==> src/rtl/flash_pe_seq.sv <==
module flash_pe_seq #(
  parameter int NBLK      = 8,
  parameter int PULSE_CYC = 4,
  parameter int MAX_ITER  = 3,
  parameter logic [NBLK-1:0] LOCK_INIT = '0,
  localparam int BW = (NBLK > 1) ? $clog2(NBLK) : 1,
  localparam int CW = (PULSE_CYC > 1) ? $clog2(PULSE_CYC) : 1,
  localparam int IW = (MAX_ITER > 1) ? $clog2(MAX_ITER) : 1
) (
  input  logic            clk,
  input  logic            rst_n,
  input  logic            hv_unlock,
  input  logic            wp_rel,
  input  logic            start,
  input  logic [1:0]      start_op,
  input  logic [BW-1:0]   start_blk,
  input  logic            suspend,
  input  logic            resume,
  input  logic            sleep_req,
  input  logic            wake_req,
  input  logic            clr_err,
  input  logic            verify_ok,
  input  logic            over_prog,
  output logic            busy_n,
  output logic [7:0]      status,
  output logic [NBLK-1:0] lock_state
);
  typedef enum logic [1:0] {S_IDLE, S_PULSE, S_VER, S_SUSP} st_t;
  typedef enum logic [1:0] {OP_PG = 2'd0, OP_BE = 2'd1, OP_EA = 2'd2, OP_LP = 2'd3} op_t;

  st_t            st;
  op_t            op;
  logic [BW-1:0]  blk;
  logic [CW-1:0]  pcnt;
  logic [IW-1:0]  iter;
  logic           e5, e4, bs3, sleeping, spend;
  logic [NBLK-1:0] lock;

  wire guard    = !wp_rel && !hv_unlock;
  wire accept   = (st == S_IDLE) && start && !sleeping && !sleep_req && !spend;
  wire tgt_prot = guard && !lock[start_blk];
  wire refuse   = accept && ((((start_op == OP_PG) || (start_op == OP_BE)) && tgt_prot) ||
                             ((start_op == OP_LP) && guard));
  wire go       = accept && !refuse;
  wire last_it  = (iter == IW'(MAX_ITER - 1));
  wire is_erase = (op == OP_BE) || (op == OP_EA);

  assign busy_n     = (st == S_IDLE) || (st == S_SUSP);
  assign status     = {busy_n, st == S_SUSP, e5, e4, bs3, 2'b00, sleeping};
  assign lock_state = lock;

  always_ff @(posedge clk or negedge rst_n) begin
    if (!rst_n) begin
      st <= S_IDLE; op <= OP_PG; blk <= '0; pcnt <= '0; iter <= '0;
      e5 <= 1'b0; e4 <= 1'b0; bs3 <= 1'b0; sleeping <= 1'b0; spend <= 1'b0;
      lock <= LOCK_INIT;
    end else begin
      if (clr_err) begin e5 <= 1'b0; e4 <= 1'b0; bs3 <= 1'b0; end
      if (sleep_req) spend <= 1'b1;
      unique case (st)
        S_IDLE: begin
          if (sleep_req || spend) begin
            sleeping <= 1'b1; spend <= 1'b0;
          end else if (go) begin
            st <= S_PULSE; op <= op_t'(start_op); blk <= start_blk;
            pcnt <= '0; iter <= '0;
          end else if (refuse) begin
            if (start_op == OP_BE) e5 <= 1'b1;
            else e4 <= 1'b1;
          end
        end
        S_PULSE: begin
          if (suspend) begin
            st <= S_SUSP; pcnt <= '0;
          end else if (pcnt == CW'(PULSE_CYC - 1)) begin
            st <= S_VER;
          end else begin
            pcnt <= pcnt + 1'b1;
          end
        end
        S_VER: begin
          if (suspend) begin
            st <= S_SUSP; pcnt <= '0;
          end else if (verify_ok || last_it) begin
            st <= S_IDLE;
            if (op == OP_PG) bs3 <= (bs3 && !clr_err) || over_prog;
            if (verify_ok) begin
              unique case (op)
                OP_BE:   lock[blk] <= 1'b1;
                OP_EA:   if (!guard) lock <= '1;
                OP_LP:   lock[blk] <= 1'b0;
                default: ;
              endcase
            end else if (is_erase) e5 <= 1'b1;
            else e4 <= 1'b1;
            if (spend || sleep_req) begin sleeping <= 1'b1; spend <= 1'b0; end
          end else begin
            iter <= iter + 1'b1; pcnt <= '0; st <= S_PULSE;
          end
        end
        S_SUSP: if (resume) st <= S_PULSE;
        default: st <= S_IDLE;
      endcase
      if (wake_req) begin sleeping <= 1'b0; spend <= 1'b0; end
    end
  end

  // reset exit value
  a_r2_reset_status: assert property (@(posedge clk) !rst_n |=> (status == 8'h80) && busy_n);
  // refused erase never goes busy and flags the erase error
  a_r3_refused_erase: assert property (@(posedge clk) disable iff (!rst_n)
    (accept && (start_op == OP_BE) && tgt_prot) |=> busy_n && status[5]);
  // passing block erase unlocks its target
  a_r5_erase_unlocks: assert property (@(posedge clk) disable iff (!rst_n)
    ((st == S_VER) && !suspend && verify_ok && (op == OP_BE)) |=> lock_state[blk]);
  // iteration count stays within its limit
  a_r8_iter_bound: assert property (@(posedge clk) disable iff (!rst_n) iter < IW'(MAX_ITER) || MAX_ITER == 1);
  // a suspended state only appears after a suspend request, and reads ready
  a_r10_susp_cause: assert property (@(posedge clk) disable iff (!rst_n) $rose(status[6]) |-> $past(suspend));
  a_r10_susp_ready: assert property (@(posedge clk) disable iff (!rst_n) status[6] |-> busy_n);
  // sleep never coexists with a running operation
  a_r11_sleep_ready: assert property (@(posedge clk) disable iff (!rst_n) status[0] |-> busy_n);
  // error bits are sticky without clr_err
  a_r12_e5_sticky: assert property (@(posedge clk) disable iff (!rst_n) (status[5] && !clr_err) |=> status[5]);
  a_r12_e4_sticky: assert property (@(posedge clk) disable iff (!rst_n) (status[4] && !clr_err) |=> status[4]);
endmodule

==> config.mk <==
export PLATFORM = sky130hd
export DESIGN_NAME = flash_pe_seq
export DESIGN_NICKNAME = d
export VERILOG_FILES = /design/src/rtl/flash_pe_seq.sv
export SDC_FILE = /design/constraint.sdc
export NUM_CORES = 1
export LEC_CHECK = 0
export CAP_MARGIN = 20
export CORE_AREA = 2 2 59 61
export DETAILED_ROUTE_END_ITERATION = 6
export DIE_AREA = 0 0 61 63
export HOLD_SLACK_MARGIN = 0.02
export PLACE_DENSITY = 0.88
export SYNTH_ARGS = -nofsm -noshare
export SYNTH_HDL_FRONTEND = slang
export SYNTH_SLANG_ARGS = --single-unit
==> constraint.sdc <==
create_clock -name clk -period 5 [get_ports clk]
set_input_delay 1 -clock clk [delete_from_list [all_inputs] [get_ports clk]]
set_output_delay 1 -clock clk [all_outputs]
set_load 0.01 [all_outputs]
==> metrics.md <==
| Metric | Value |
|---|---|
| Status | `finished, final reports clean` |
| Max-slew violations | `0` |
| Die area | `3843 um^2` |
| Share of post-route cells with drive strength above 1 | `0.1154` |
| Worst r2r src | `st[0]` |
| First-pass GRT wire length | `5299 um` |
| Clock-pin slew on the worst setup and hold paths | `0.14 ns` |
| Main flop type after synthesis | `dfrtp_1` |
| ANT nets after route | `0` |
| Postcts setup bufs | `0` |
| CP arrival | `1.79 ns` |
| Final Hold Vio Count | `0` |
| Largest net degree at the start of global routing | `25` |
| Hold Path Depth | `1` |
| Setup crit end kind | `output port` |
| Clk_skew | `0.005901 ns` |
| Hold crit path type | `flip-flop to flip-flop` |
| Core Area | `3232 um^2` |
| Antenna diodes | `0` |
| R2r endpoint | `lock_state[0]` |
| Switching Fraction | `0.3908` |
| Combinational Power Share | `0.501` |
| Residual DRC | `0` |
| Drt pass-1 iters | `4` |
| I/O pin cnt | `34` |
| Lkg Pwr | `0.8953 nW` |
| R2R depth | `8` |
| Final HPWL from detailed placement | `2477 um` |
| Site row count | `21` |
| Drt wl/cell | `14.20 um` |
| Starting DRT DRC Count | `52` |
| GRT Util Overall | `0.1804` |
| RSZ-0062 raised after global routing | `no` |
| H-tree depth | `1` |
| Area growth syn-to-layout | `23.44%` |
| Die height | `63 um` |
| Worst-case vdd ir drop | `213.3 uV` |
| HP Start | `bs3` |
| Ys async rst share | `1.000` |
| Fin crit share | `0.5586` |
| Measured slew at the worst slew-check pin | `0.5854 ns` |
| Grt ovf | `0` |
| PD cells | `453.2 nW/um^2` |
| FF-to-FF setup slack | `2.80 ns` |
| Clock Power Share | `0.121` |
| Commonest cells post-synth | `dfrtp_1 (24), inv_1 (14), nor2_1 (13)` |
| Cts-stage hold buffer count | `0` |
| Num CTS Buffers | `3` |
| Initial antenna violation count | `0` |
| Die width | `61 um` |
| YS warnings | `0` |
| Post-CTS resize count | `0` |
| Initial core utilization | `0.4789` |
| Total power | `0.0008658 W` |
| Vias | `1214` |
| Skew-Pair Late Insertion Delay | `0.32 ns` |
| Top cell type's share of synthesized area | `0.3880` |
| Mean Syn Cell Area | `10.05 um^2` |
| Net Sw Power | `0.0003383 W` |
| CTS Root Cell | `clkbuf_4` |
| Final GP Congestion | `0.8519` |
| Sequential area share after synthesis | `0.3880` |
| Worst Path Required | `4.00 ns` |
| Relative max-transition margin | `0.6085` |
| Pre-CTS setup slack | `2.001 ns` |
| Fmax | `358.0 MHz` |
| Util after Layout | `0.5912` |
| P_int | `0.0005275 W` |
| Area leader, netlist | `dfrtp_1` |
| Filler cell count in the final layout | `261` |
| Setup WS post-layout | `2.207 ns` |
| Total negative slack | `0 ns` |
| Layout Nets | `210` |
| Hold endpoint | `bs3` |
| Post-synth EDFFs | `0` |
| Crit Path Category | `flip-flop to output port` |
| Tmin final | `2.793 ns` |
| Vias in the first global route | `1164` |
| Final setup vio count | `0` |
| Netlist cell types | `41` |
| CTS tree | `yes` |
| Post-synthesis sequential element count | `24` |
| Via density | `5.325` |
| Mapped cell area | `1548 um^2` |
| Post-synthesis cell count | `154` |
| Leading post-synthesis cells by cell area | `dfrtp_1 (39%), ha_1 (8.1%), mux2i_1 (5.2%)` |
| Clock sink count | `24` |
| Port Buffers | `31` |
| Seq pwr share | `0.378` |
| Clock buffer depth | `2` |
| Critical path fanouts, max | `4` |
| Crit start category | `flip-flop` |
| Max-Cap Viols | `0` |
| Final wirelength | `3238 um` |
| Most frequent cell after synthesis | `dfrtp_1` |
[worst max-delay path, stage by stage, from the launching register on]
cell             delay (ns)
dfrtp_1                0.44
inv_1                  0.09
ha_1                   0.30
inv_1                  0.10
clkdlybuf4s50_1        0.54
[worst max-delay path by stage]
stage | startpoint | to | slack [ns] | cells after the start
2_1_floorplan | start_blk[0] | blk[0] | 2.70 | 5
6_report | st[0] | status[7] | 2.21 | 4
3_3_place_gp | start_blk[0] | blk[0] | 2.02 | 6
3_5_place_dp | start_blk[0] | blk[2] | 2.00 | 6
5_1_grt | st[0] | busy_n | 2.12 | 4
4_1_cts | st[0] | status[7] | 2.21 | 4
[sequential cells by signal, summed over array words and instances (netlist names)]
signal	count
bs3	1
lock_state	8
iter	2
pcnt	2
op	2
e5	1
spend	1
e4	1
sleeping	1
blk	3
st	2
[metal layers]
metal | vias to the layer above | global-route usage | routed length [um]
met2 | 27 | 0.2890 | 1576
li1 | 599 | - | -
met1 | 584 | 0.2416 | 1485
met4 | 0 | 0.05707 | 36
met5 | - | 0 | 0
met3 | 4 | 0.03313 | 139
[power by group through the flow]
| stage | Sequential [W] | Combinational, W | Clock (W) |
|---|---|---|---|
| 6_report | 0.000328 | 0.000434 | 0.000104 |
| 4_1_cts | 0.000326 | 0.000433 | 0.000108 |
| 3_3_place_gp | 0.000325 | 0.000418 | 0 |
| 3_5_place_dp | 0.000331 | 0.000431 | 0 |
| 5_1_grt | 0.000337 | 0.000482 | 0.000113 |
| 2_1_floorplan | 0.000311 | 0.000295 | 0 |
[metrics by stage]
stage	cells	cell area (um^2)	hold WS, ns
after CTS	226	1891	0.5164
after floorplan	155	1551	0.4644
after global routing	228	1911	0.5360
final	228	1911	0.5094
after global placement	222	1854	0.4746
after detailed placement	222	1854	0.4851
[kinds of logic after synthesis]
| family | count (synthesis) | synth area share |
|---|---|---|
| flops | 24 | 0.3880 |
| buf+inv | 24 | 0.07599 |
| simple gates | 44 | 0.1577 |
| compound gates | 34 | 0.1779 |
| fa+ha+maj | 10 | 0.08084 |
| mux | 17 | 0.1172 |
| other cells | 1 | 0.002423 |
[layout make-up]
cell class	count	area, um^2	area share
Inverter	14	52.55	0.02750
Tap cell	46	57.56	0.03012
Clock buffer	4	36.28	0.01899
Sequential cell	24	600.6	0.3143
Timing Repair Buffer	33	330.3	0.1729
Multi-Input combinational cell	107	833.3	0.4361
[cells in the final DEF (no fill, tap or decap), drive strengths merged, types with 2 or more instances in the layout]
cell,count
clkbuf,5
a21oi,6
ha,10
nand3,2
nand2,7
mux2,9
nor2,14
dfrtp,24
nor2b,3
o21ai,10
and3,2
o311ai,4
a22o,3
nand2b,5
clkdlybuf4s50,31
conb,2
mux2i,8
inv,14
nand3b,3
nor3,3
Power figures use the tool's default switching activity.
